**src/rtl/ssync_pkg.sv**
```systemverilog
package ssync_pkg;
   localparam int unsigned SSYNC_LAG_DEF = 43;
   localparam int unsigned SSYNC_CNT_DEF = 32;

   function automatic int unsigned fill_width(input int unsigned lag);
      return $clog2(lag + 1);
   endfunction
endpackage

```
**src/rtl/ssync_hist.sv**
```systemverilog
module ssync_hist #(
   parameter int unsigned LAG = 43
) (
   input  logic clk,
   input  logic rst_n,
   input  logic shift_i,
   input  logic bit_i,
   output logic old_o
);
   logic [LAG-1:0] stg;

   for (genvar g = 0; g < LAG; g++) begin : g_stage
      if (g == 0) begin : g_head
         always_ff @(posedge clk) begin
            if (!rst_n)       stg[0] <= 1'b0;
            else if (shift_i) stg[0] <= bit_i;
         end
      end else begin : g_body
         always_ff @(posedge clk) begin
            if (!rst_n)       stg[g] <= 1'b0;
            else if (shift_i) stg[g] <= stg[g-1];
         end
      end
   end

   assign old_o = stg[LAG-1];


   hold_when_idle_chk: assert property (@(posedge clk) disable iff (!rst_n)
      !shift_i |=> $stable(stg));
endmodule

```
**src/rtl/ssync_scrambler.sv**
```systemverilog
module ssync_scrambler #(
   parameter int unsigned LAG = 43
) (
   input  logic clk,
   input  logic rst_n,
   input  logic vld_i,
   input  logic dat_i,
   input  logic zero_i,
   output logic vld_o,
   output logic bit_o
);
   logic data_eff, old_bit, scr_bit;

   assign data_eff = zero_i ? 1'b0 : dat_i;
   assign scr_bit  = data_eff ^ old_bit;

   ssync_hist #(.LAG(LAG)) u_hist (
      .clk(clk), .rst_n(rst_n), .shift_i(vld_i), .bit_i(scr_bit), .old_o(old_bit)
   );

   always_ff @(posedge clk) begin
      if (!rst_n) begin
         vld_o <= 1'b0;
         bit_o <= 1'b0;
      end else begin
         vld_o <= vld_i;
         if (vld_i) bit_o <= scr_bit;
      end
   end


   line_vld_follow_chk: assert property (@(posedge clk) disable iff (!rst_n)
      vld_i |=> vld_o);

   line_vld_idle_chk: assert property (@(posedge clk) disable iff (!rst_n)
      !vld_i |=> !vld_o);
endmodule

```
**src/rtl/ssync_descrambler.sv**
```systemverilog
module ssync_descrambler #(
   parameter int unsigned LAG = 43
) (
   input  logic clk,
   input  logic rst_n,
   input  logic vld_i,
   input  logic bit_i,
   output logic hit_o,
   output logic vld_o,
   output logic dat_o
);
   import ssync_pkg::*;
   localparam int unsigned FW = fill_width(LAG);
   localparam logic [FW-1:0] FULL = FW'(LAG);

   logic [FW-1:0] fill_q;
   logic          old_bit, dsc_bit, filled;

   ssync_hist #(.LAG(LAG)) u_hist (
      .clk(clk), .rst_n(rst_n), .shift_i(vld_i), .bit_i(bit_i), .old_o(old_bit)
   );

   assign dsc_bit = bit_i ^ old_bit;
   assign filled  = (fill_q == FULL);
   assign hit_o   = vld_i & filled & dsc_bit;

   always_ff @(posedge clk) begin
      if (!rst_n) begin
         fill_q <= '0;
         vld_o  <= 1'b0;
         dat_o  <= 1'b0;
      end else begin
         vld_o <= vld_i & filled;
         if (vld_i) begin
            dat_o <= dsc_bit;
            if (!filled) fill_q <= fill_q + 1'b1;
         end
      end
   end


   rx_vld_fill_chk: assert property (@(posedge clk) disable iff (!rst_n)
      vld_o |-> (fill_q == FULL));

   fill_bound_chk: assert property (@(posedge clk) disable iff (!rst_n)
      fill_q <= FULL);
endmodule

```
**src/rtl/ssync_errcnt.sv**
```systemverilog
module ssync_errcnt #(
   parameter int unsigned CNT_W = 32
) (
   input  logic             clk,
   input  logic             rst_n,
   input  logic             en_i,
   input  logic             hit_i,
   input  logic             clr_i,
   output logic [CNT_W-1:0] cnt_o
);
   localparam logic [CNT_W-1:0] TOP = {CNT_W{1'b1}};

   always_ff @(posedge clk) begin
      if (!rst_n)                               cnt_o <= '0;
      else if (clr_i)                           cnt_o <= '0;
      else if (en_i && hit_i && (cnt_o != TOP)) cnt_o <= cnt_o + 1'b1;
   end


   cnt_no_wrap_chk: assert property (@(posedge clk) disable iff (!rst_n)
      !clr_i |=> (cnt_o >= $past(cnt_o)));

   cnt_step_chk: assert property (@(posedge clk) disable iff (!rst_n)
      !clr_i |=> ({1'b0, cnt_o} <= ({1'b0, $past(cnt_o)} + 1'b1)));

   cnt_clr_chk: assert property (@(posedge clk) disable iff (!rst_n)
      clr_i |=> (cnt_o == '0));

   cnt_idle_chk: assert property (@(posedge clk) disable iff (!rst_n)
      (!clr_i && !en_i) |=> $stable(cnt_o));
endmodule

```
**src/rtl/ssync_link_pair.sv**
```systemverilog
module ssync_link_pair #(
   parameter int unsigned LAG   = ssync_pkg::SSYNC_LAG_DEF,
   parameter int unsigned CNT_W = ssync_pkg::SSYNC_CNT_DEF
) (
   input  logic             clk,
   input  logic             rst_n,
   input  logic             tx_vld_i,
   input  logic             tx_dat_i,
   input  logic             tx_zero_i,
   output logic             line_vld_o,
   output logic             line_bit_o,
   input  logic             rx_vld_i,
   input  logic             rx_bit_i,
   input  logic             rx_cnt_en_i,
   input  logic             err_clr_i,
   output logic             rx_vld_o,
   output logic             rx_dat_o,
   output logic [CNT_W-1:0] err_cnt_o
);
   if (LAG < 2) begin : g_bad_lag
      $error("ssync_link_pair: LAG must be at least 2");
   end
   if (CNT_W < 2) begin : g_bad_cnt
      $error("ssync_link_pair: CNT_W must be at least 2");
   end

   logic rx_hit;

   ssync_scrambler #(.LAG(LAG)) u_scr (
      .clk(clk), .rst_n(rst_n), .vld_i(tx_vld_i), .dat_i(tx_dat_i),
      .zero_i(tx_zero_i), .vld_o(line_vld_o), .bit_o(line_bit_o)
   );

   ssync_descrambler #(.LAG(LAG)) u_dsc (
      .clk(clk), .rst_n(rst_n), .vld_i(rx_vld_i), .bit_i(rx_bit_i),
      .hit_o(rx_hit), .vld_o(rx_vld_o), .dat_o(rx_dat_o)
   );

   ssync_errcnt #(.CNT_W(CNT_W)) u_cnt (
      .clk(clk), .rst_n(rst_n), .en_i(rx_cnt_en_i), .hit_i(rx_hit),
      .clr_i(err_clr_i), .cnt_o(err_cnt_o)
   );


   reset_quiet_chk: assert property (@(posedge clk)
      !rst_n |=> (!line_vld_o && !rx_vld_o && (err_cnt_o == '0)));
endmodule

```
**config.mk**
```make
export PLATFORM = sky130hd
export DESIGN_NAME = ssync_link_pair
export DESIGN_NICKNAME = d
export VERILOG_FILES = /design/src/rtl/ssync_pkg.sv /design/src/rtl/ssync_hist.sv /design/src/rtl/ssync_scrambler.sv /design/src/rtl/ssync_descrambler.sv /design/src/rtl/ssync_errcnt.sv /design/src/rtl/ssync_link_pair.sv
export SDC_FILE = /design/constraint.sdc
export NUM_CORES = 1
export LEC_CHECK = 0
export ABC_AREA = 1
export CORE_MARGIN = 4
export CORE_UTILIZATION = 45
export DETAILED_ROUTE_END_ITERATION = 8
export PLACE_DENSITY_LB_ADDON = 0.1
export RECOVER_POWER = 50
export SKIP_LAST_GASP = 1
export SLEW_MARGIN = 10
export SYNTH_ARGS = -nofsm -noshare
export SYNTH_HDL_FRONTEND = slang
export SYNTH_SLANG_ARGS = --single-unit
```
**constraint.sdc**
```tcl
create_clock -name clk -period 2.09 [get_ports clk]
set_input_delay 0.418 -clock clk [delete_from_list [all_inputs] [get_ports clk]]
set_output_delay 0.418 -clock clk [all_outputs]
set_load 0.01 [all_outputs]
```
==> results.py, run 1 <==
metrics = {
    "placement": {
        "port-buffer-count": 44,
        "dp_hpwl_um": 8130,
        "gp_congestion": 0.875,
        "place_inst": 961,
    },
    "sta": {
        "skew_ns": 0.00835,
        "worst_pin_slew_ns": 0.801,
        "rsz0062_at_grt": "false",
        "fin_crit_ns": 1.95,
        "finalSetupViolations": 0,
        "fmax_ghz": 0.513,
        "slew_violations": 0,
        "slew_headroom_pct": 46.6,
        "hold_viol": 0,
        "tns_ns": 0,
        "finalCritPeriodShare_pct": 93.3,
    },
    "floorplanning": {
        "die_w_um": 118,
        "core_area_sq_um": 11700,
        "ios": 45,
        "initial_utilization_pct": 46.8,
        "rows": 39,
        "die_h_um": 118,
        "dieArea_sq_um": 13900,
    },
    "worst_hold_path": {
        "min_path_type": "in2reg",
        "whs_path_depth": 3,
        "hold_path_startpoint": "rst_n",
    },
    "cells_and_area": {
        "drive_above_1_share_pct": 8.35,
        "fillers": 1095,
        "nets": 848,
        "syn_to_final_growth_pct": 21.4,
        "n_antenna_cell": 0,
        "final_cells": 993,
        "fin_util_pct": 56.7,
    },
    "critical_path": {
        "critPathLaunchType": "input pin",
        "critPathRequiredTime_ns": 2.43,
        "r2r-start": "u_dsc.fill_q[0]",
        "reg2reg_depth": 9,
        "cp-startpoint": "rx_vld_i",
        "r2r_slack_ns": 0.23,
        "cp.arrival_ns": 2.29,
        "r2r-end": "u_cnt.cnt_o[21]",
        "crit_path_end_kind": "flip-flop",
        "crit_end": "u_dsc.u_hist.stg[5]",
        "critPathMaxFanout": 28,
        "criticalPathCategory": "in2reg",
    },
    "pwr": {
        "ir_worst_vdd_uv": 598,
        "power_density_nw_per_um2": 865,
        "leakagePower_nw": 2.58,
        "power.total_mw": 5.72,
    },
    "grt": {
        "grt_start_max_net_pins": 87,
        "grt_pass1_wl_um": 20900,
        "antenna_found_initial": 0,
        "grt_usage_pct": 18.0,
        "grt_overflow_total": 0,
        "grt_pass1_vias": 4540,
    },
    "logic_synthesis": {
        "yosys_warnings": 0,
        "synthFlopType": "dfxtp_1",
        "synthCells": 790,
        "async_flop_share_pct": 0,
        "synth_edf_count": 0,
        "syn-num-nets": 801,
        "ys_ff_latch": 127,
        "yosysSeqAreaShare_pct": 46.6,
        "netlist_area_sq_um": 5450,
        "avgSynthCellArea_sq_um": 6.90,
        "synth.distinct_cells": 31,
    },
    "route": {
        "drc": 0,
        "vias": 4889,
        "drt_iter0_markers": 393,
        "routed_via_density": 4.92,
        "ant_nets": 0,
        "wl_per_cell_um": 12.2,
        "wl_um": 12100,
        "first_pass_iters": 5,
    },
    "cts": {
        "cts_tree": "done",
        "h-tree-depth": 4,
        "cts_setup_buffers": 0,
        "cts_resized": 0,
        "clockRootBuffer": "clkbuf_16",
        "clk_path_buf_depth": 2,
        "cts.sinks": 127,
        "numCtsBuffers": 17,
        "path_clk_slew_ns": 0.05,
        "ctsHoldBuffers": 0,
        "insertion_delay_ns": 0.41,
    },
    "job": {
        "max_cap_violations": 0,
    },
    "outcome": {
        "outcome": "finished clean",
    },
}
## synthesized netlist by cell type, types with 3 or more instances
cell type | number | share of area (%)
dfxtp_1 | 127 | 47
a21oi_1 | 20 | 1.8
xor2_1 | 8 | 1.3
nand2_1 | 155 | 11
clkbuf_1 | 27 | 1.9
nor2_1 | 251 | 17
buf_6 | 5 | 1.0
nand3b_1 | 3 | 0.41
nand3_1 | 25 | 2.3
a21oi_2 | 10 | 1.6
nor2_4 | 3 | 0.62
inv_1 | 38 | 2.6
o21ai_0 | 93 | 8.5
## layout by cell type, fill, tap and decap left out, drive strengths merged, types with 8 or more instances in the layout
master         instances
a21oi                 30
buf                   16
clkbuf                30
clkdlybuf4s50         41
dfxtp                127
inv                   42
nand2                159
nand3                 26
nor2                 256
o21ai                 93
xor2                   8
## sequential cells by signal (all words and copies together) (netlist names), 6 cells and up
register / cells
u_dsc.u_hist.stg: 42
u_scr.u_hist.stg: 41
u_cnt.cnt_o: 32
u_dsc.fill_q: 6
## final cells by class
cell class,count,area [sq um],area share [%]
Multi-Input combinational cell,585,2570,38.8
Sequential cell,127,2540,38.4
Timing Repair Buffer,64,587,8.87
Clock buffer,25,505,7.64
Tap cell,143,179,2.70
Inverter,42,161,2.44
Clock inverter,7,75.1,1.13
## how the worst min path moves through the flow
stage / to / slack, ns
after global routing: u_dsc.fill_q[5] / 0.36
after floorplan: u_dsc.fill_q[0] / 0.45
after global placement: u_dsc.u_hist.stg[27] / 0.46
after CTS: u_dsc.fill_q[4] / 0.33
final: u_dsc.fill_q[4] / 0.35
after detailed placement: u_dsc.u_hist.stg[16] / 0.46
## cells by family after synthesis
family	Yosys count	synth area share, %
and+or+nand+nor	449	32.9
DFF	127	46.6
AOI/OAI and AO/OA	124	12.1
buffers and inverters	78	6.29
xor gates and xnor gates	10	1.61
adders and majority gates	2	0.459
## worst max-delay path: stages
cell	delay, ns
dlygate4sd3_1	0.58
clkbuf_4	0.15
inv_1	0.06
clkbuf_2	0.45
clkbuf_2	0.43
nor2_1	0.07
nor2_1	0.12
## metal layers
metal  part of all wire (%)  track usage, %  vias up  routed length [um]
met2                     47            28.9       83                5670
met3                    3.6            5.24       16                 438
met5                      0               0        -                   0
met4                    1.5            6.30        0                 178
li1                       -               -     2580                   -
met1                     48            23.0     2210                5800
## where the power goes
group	internal, mW	switching, mW
logic	0.107	0.176
registers	2.53	0.0512
clock network	1.80	1.05
## through the flow
step           worst slack [ns]  cell area (sq um)  hold WS (ns)
3_5_place_dp             0.0800               6050         0.464
3_3_place_gp              0.131               6050         0.457
2_1_floorplan             0.435               5450         0.447
5_1_grt                  0.0319               6620         0.360
4_1_cts                   0.201               6630         0.333
6_report                  0.141               6620         0.349
(Power assumes the default switching activity.)
==> run 2: changes to the inputs <==
- ABC_AREA: 1 -> not set
==> run 2 against run 1 <==
  * Synthesized cell count decreased by 34%
  * Sequential share of layout area rose by 0.56 points
  * Maximum frequency fell by 5.9%
  * Cell count decreased by 24%
  * Via count decreased by 20%
  * First-iteration DRC count is 30% lower
  * Critical path depth is 1 higher
  * Worst hold slack better by 0.013 ns
  * Critical path type unchanged
  * Global-route usage fell by 1.5 points
  * Largest power group unchanged
==> results.py, run 2 <==
metrics = {
    "logic_synthesis": {
        "ys_ff_latch": 127,
        "synthFlopType": "dfxtp_1",
        "yosys_warnings": 0,
        "yosysTopAreaCellShare_pct": 49.8,
        "avgSynthCellArea_sq_um": 9.81,
        "syn-num-nets": 531,
        "netlist_area_sq_um": 5100,
        "synth_top_cells_by_count": "dfxtp_1 (127), nor2_1 (101), mux2i_1 (86)",
        "synth_top_cell_by_area": "dfxtp_1",
        "yosysSeqAreaShare_pct": 49.8,
        "synth_edf_count": 0,
        "yosys-top-cells-area": "dfxtp_1 (50%), mux2i_1 (17%), nor2_1 (7.4%)",
        "async_flop_share_pct": 0,
        "synth.distinct_cells": 47,
        "synthCells": 520,
        "yosysMostFrequentCell": "dfxtp_1",
    },
    "critical_path": {
        "crit_path_end_kind": "flip-flop",
        "reg2reg_depth": 8,
        "r2r_slack_ns": 0.02,
        "cp.arrival_ns": 2.40,
        "critPathMaxFanout": 18,
        "critPathRequiredTime_ns": 2.42,
        "r2r-start": "u_dsc.fill_q[1]",
        "criticalPathCategory": "in2reg",
        "r2r-end": "u_cnt.cnt_o[19]",
        "critPathLaunchType": "input pin",
        "cp-startpoint": "rx_bit_i",
    },
    "pwr": {
        "leakagePower_nw": 2.56,
        "intPower_mw": 4.27,
        "power_frac_comb_pct": 3.4,
        "power.switching_mw": 1.07,
        "ir_worst_vdd_uv": 468,
        "p_sw_share_pct": 20.0,
        "power_density_nw_per_um2": 818,
        "clkPwrFrac_pct": 50.8,
        "seqPwrFrac_pct": 45.8,
    },
    "grt": {
        "grt_start_max_net_pins": 95,
        "grt_overflow_total": 0,
        "grt_pass1_wl_um": 17600,
        "grt_usage_pct": 16.5,
        "grt_pass1_vias": 3772,
        "antenna_found_initial": 0,
    },
    "route": {
        "first_pass_iters": 4,
        "drt_iter0_markers": 275,
        "drc": 0,
        "vias": 3904,
        "routed_via_density": 5.21,
        "ant_nets": 0,
        "wl_um": 10000,
        "wl_per_cell_um": 13.3,
    },
    "cells_and_area": {
        "final_common_cell": "dfxtp_1",
        "n_antenna_cell": 0,
        "largest_reg_flops": 42,
        "layout_top_registers": "u_dsc.u_hist.stg x42, u_scr.u_hist.stg x41, u_cnt.cnt_o x32",
        "top_register": "u_dsc.u_hist.stg",
        "final_cell_mix": "dfxtp_1 (126), nor2_1 (101), mux2i_1 (86)",
        "final_cells": 750,
        "drive_above_1_share_pct": 16.7,
        "nets": 611,
        "syn_to_final_growth_pct": 27.9,
    },
    "floorplanning": {
        "ios": 45,
        "dieArea_sq_um": 13100,
        "rows": 38,
        "die_w_um": 114,
        "core_area_sq_um": 11000,
        "initial_utilization_pct": 46.4,
        "die_h_um": 114,
    },
    "sta": {
        "fin_crit_ns": 2.07,
        "setup_slack_ns": 0.0192,
        "rsz0062_at_grt": "true",
        "slew_violations": 0,
        "worst_pin_slew_ns": 0.976,
        "fmax_ghz": 0.483,
        "slew_headroom_pct": 34.9,
        "hold_viol": 0,
        "finalSetupViolations": 0,
        "finalCritPeriodShare_pct": 99.1,
        "skew_ns": 0.00690,
    },
    "cts": {
        "cts_tree": "done",
        "insertion_delay_ns": 0.40,
        "clockRootBuffer": "clkbuf_16",
        "numCtsBuffers": 17,
        "h-tree-depth": 4,
        "clk_path_buf_depth": 2,
        "cts.sinks": 127,
        "ctsHoldBuffers": 0,
        "path_clk_slew_ns": 0.05,
    },
    "worst_hold_path": {
        "hold_path_startpoint": "rx_vld_i",
        "min_path_type": "in2reg",
        "min_to": "u_dsc.vld_o",
        "whs_path_depth": 3,
    },
    "placement": {
        "post-place-ws_ns": -0.518,
        "gp_congestion": 0.808,
        "dp_hpwl_um": 6730,
        "port-buffer-count": 44,
        "place_inst": 719,
    },
    "outcome": {
        "outcome": "finished clean",
    },
    "job": {
        "max_cap_violations": 0,
    },
}
-- run 2: how the worst max path moves through the flow --
| stage | to | slack (ns) |
|---|---|---|
| finish | u_cnt.cnt_o[19] | 0.02 |
| global route | u_cnt.cnt_o[19] | -0.06 |
| CTS | u_cnt.cnt_o[21] | 0.007 |
| detailed placement | u_cnt.cnt_o[19] | -0.52 |
| global placement | u_cnt.cnt_o[19] | -0.46 |
| floorplan | u_cnt.cnt_o[29] | 0.12 |
-- run 2: timing repair --
| item | 4_1_cts | 5_1_grt |
|---|---|---|
| buffers inserted | 1 | 1 |
| pin swaps | 1 | 4 |
| setup endpoints to repair | 18 | 18 |
| resized for setup | 0 | 13 |
-- run 2: area by class of cell --
type,instances,area [sq um]
multi-input cells,355,2420
clock buffers,22,454
well taps,140,175
inverters,7,26.3
flip-flops and latches,127,2540
fillers,925,4460
repair buffers,92,820
clock inverters,7,90.1
-- run 2: layer usage --
layer  vias to the layer above  track usage, %  share of wire (%)
li1                       2016               -                  -
met1                      1814            22.2                 48
met2                        60            24.8                 46
met3                        14            4.28                3.6
met4                         0            7.68                1.6
met5                         -               0                  0
-- run 2: cell families after synthesis --
| kind of cell | after synthesis | share of synthesized area (%) |
|---|---|---|
| fa+ha+maj | 2 | 0.490 |
| xor+xnor | 8 | 1.37 |
| mux | 86 | 16.9 |
| flops | 127 | 49.8 |
| buf+inv | 38 | 3.70 |
| simple gates | 195 | 19.5 |
| compound gates | 64 | 8.24 |
-- run 2: critical path, cell delays in order --
cell and delay, ns:
clkdlybuf4s50_1 0.46, xnor2_2 0.20, nor4b_4 0.22, buf_4 0.19
o31ai_4 0.10, buf_12 0.16, or4_1 0.52, a21oi_2 0.14
-- run 2: per-stage QoR --
step	cell area, sq um	setup TNS [ns]	power (mW)	hold WS (ns)	utilization (%)
2_1_floorplan	5100	0	2.62	0.460	-
3_3_place_gp	5930	-10.55	2.67	0.473	54.0
3_5_place_dp	5930	-12.35	2.68	0.483	54.0
4_1_cts	6480	0	5.41	0.336	59.0
5_1_grt	6530	-0.152	5.53	0.355	59.4
6_report	6530	0	5.34	0.362	59.4
-- run 2: power by group through the flow --
stage          combinational, mW  clock, mW  sequential, mW
2_1_floorplan              0.126          0            2.49
3_3_place_gp               0.182          0            2.49
3_5_place_dp               0.186          0            2.49
4_1_cts                    0.186       2.79            2.44
5_1_grt                    0.195       2.90            2.44
6_report                   0.181       2.71            2.44
==> run 3: changes to the inputs <==
- CTS_CLUSTER_DIAMETER: not set -> 120
- CTS_CLUSTER_SIZE: not set -> 30
- SETUP_SLACK_MARGIN: not set -> 0.02
==> run 3 against run 2 <==
  * Flip-flop and latch count did not move
  * Critical path type unchanged
  * Critical path depth did not move
  * Largest cell class unchanged
  * Via count rose by 1.3%
==> results.py, run 3 (synthesized netlist as in run 2, its figures left out) <==
metrics = {
    "critical_path": {
        "r2r-start": "u_dsc.fill_q[1]",
        "cpMaxStageDelayCell": "or4_1",
        "critPathMaxFanout": 17,
        "r2r_slack_ns": 0.04,
        "cpPeakStageDelay_ns": 0.50,
        "criticalPathCategory": "in2reg",
        "cp.arrival_ns": 2.38,
        "crit_path_end_kind": "flip-flop",
        "critPathLaunchType": "input pin",
        "cp_cell_sequence": "clkdlybuf4s50_1 > xnor2_2 > nor4b_4 > buf_4 > o31ai_4 > buf_12 > or4_1 > a21oi_1",
        "reg2reg_depth": 8,
        "critPathRequiredTime_ns": 2.42,
        "r2r-end": "u_cnt.cnt_o[29]",
    },
    "route": {
        "routed_via_density": 5.26,
        "drt_iter0_markers": 285,
        "wl_per_cell_um": 13.4,
        "vias": 3953,
        "first_pass_iters": 4,
        "drc": 0,
        "wl_um": 10100,
        "ant_nets": 0,
    },
    "cells_and_area": {
        "syn_to_final_growth_pct": 28.1,
        "layout_top_registers": "u_dsc.u_hist.stg x42, u_scr.u_hist.stg x41, u_cnt.cnt_o x32",
        "final_common_cell": "dfxtp_1",
        "largest_reg_flops": 42,
        "final-seq-area_sq_um": 2540,
        "n_antenna_cell": 0,
        "final_cell_mix": "dfxtp_1 (126), nor2_1 (101), mux2i_1 (86)",
        "nets": 612,
        "top_register": "u_dsc.u_hist.stg",
        "multi_input_area_sq_um": 2420,
        "fillers": 925,
        "final_cells": 751,
        "final_cell_area_sq_um": 6540,
        "drive_above_1_share_pct": 17.0,
    },
    "pwr": {
        "power.total_mw": 5.34,
        "power_density_nw_per_um2": 817,
        "ir_worst_vdd_uv": 468,
        "leakagePower_nw": 2.57,
    },
    "placement": {
        "placed_area_sq_um": 5930,
        "dp_hpwl_um": 6730,
        "port-buffer-count": 44,
        "gp_congestion": 0.808,
        "place_inst": 719,
    },
    "job": {
        "max_cap_violations": 0,
    },
    "sta": {
        "skew_ns": 0.00768,
        "finalSetupViolations": 0,
        "hold_viol": 0,
        "slew_headroom_pct": 35.1,
        "hold_slack_ns": 0.363,
        "finalCritPeriodShare_pct": 98.1,
        "rsz0062_at_grt": "true",
        "fin_crit_ns": 2.05,
        "slew_violations": 0,
        "worst_pin_slew_ns": 0.974,
        "fmax_ghz": 0.488,
    },
    "outcome": {
        "outcome": "finished clean",
    },
    "floorplanning": {
        "initial_utilization_pct": 46.4,
        "dieArea_sq_um": 13100,
        "ios": 45,
        "rows": 38,
        "die_h_um": 114,
        "die_w_um": 114,
        "core_area_sq_um": 11000,
    },
    "cts": {
        "h-tree-depth": 4,
        "cts_tree": "done",
        "insertion_delay_ns": 0.40,
        "numCtsBuffers": 17,
        "clockRootBuffer": "clkbuf_16",
        "path_clk_slew_ns": 0.05,
        "clk_path_buf_depth": 2,
        "ctsHoldBuffers": 0,
        "cts.sinks": 127,
    },
    "grt": {
        "grt_pass1_vias": 3787,
        "grt_pass1_wl_um": 17600,
        "grt_start_max_net_pins": 95,
        "grt_overflow_total": 0,
        "antenna_found_initial": 0,
        "grt_usage_pct": 16.5,
    },
    "worst_hold_path": {
        "min_path_type": "in2reg",
        "hold_path_startpoint": "rx_vld_i",
        "min_to": "u_dsc.vld_o",
        "whs_path_depth": 3,
    },
}
==> run 3: cell count changes in the layout (fill, tap and decap cells not counted) <==
cell / before / now
or4_4: 3 / 4
buf_4: 44 / 45
or4_1: 10 / 9
==> run 3: metal layers <==
metal	vias to the layer above	part of all wire, %	GRT usage (%)
li1	2015	-	-
met1	1849	48	22.1
met2	77	46	24.9
met3	12	4.1	4.28
met4	0	1.5	7.84
met5	-	0	0
==> run 3: how the worst max path moves through the flow <==
stage | from | to
CTS | u_dsc.fill_q[0] | u_cnt.cnt_o[19]
finish | rx_bit_i | u_cnt.cnt_o[29]
detailed placement | rx_bit_i | u_cnt.cnt_o[19]
global route | u_dsc.fill_q[1] | u_cnt.cnt_o[19]
floorplan | u_dsc.fill_q[0] | u_cnt.cnt_o[29]
global placement | rx_bit_i | u_cnt.cnt_o[19]
==> run 3: layout make-up <==
| class | count | share of cell area [%] |
|---|---|---|
| clock buffer | 22 | 6.95 |
| clock inverter | 7 | 1.38 |
| inverter | 7 | 0.402 |
| multi-input combinational | 355 | 37.0 |
| sequential | 127 | 38.9 |
| tap | 140 | 2.68 |
| timing repair buffer | 93 | 12.7 |
==> run 3: metrics by stage <==
step | utilization, % | setup slack [ns] | TNS, ns
after global routing | 59.5 | -0.0354 | -0.109
final | 59.5 | 0.0388 | 0
after global placement | 54.0 | -0.464 | -10.55
after floorplan | - | 0.119 | 0
after CTS | 59.0 | 0.0393 | 0
after detailed placement | 54.0 | -0.518 | -12.35
==> run 3: critical path: cells and delay by family <==
family / cells / cell delay (ns)
AOI/OAI and AO/OA: 2 / 0.25
xor gates and xnor gates: 1 / 0.20
buffers and inverters: 3 / 0.81
and+or+nand+nor: 2 / 0.72
==> run 3: timing repair <==
| action | 4_1_cts | 5_1_grt |
|---|---|---|
| setup buffers | 1 | 2 |
| setup endpoints to repair | 18 | 19 |
| pin swaps | 1 | 7 |
| resized for setup | 1 | 13 |
| endpoints found under the hold margin | 0 | 0 |
==> run 3: report_power, final <==
group,internal (mW),switching [mW]
registers,2.44,0.00608
logic,0.0776,0.104
clock network,1.76,0.958
total,4.27,1.07
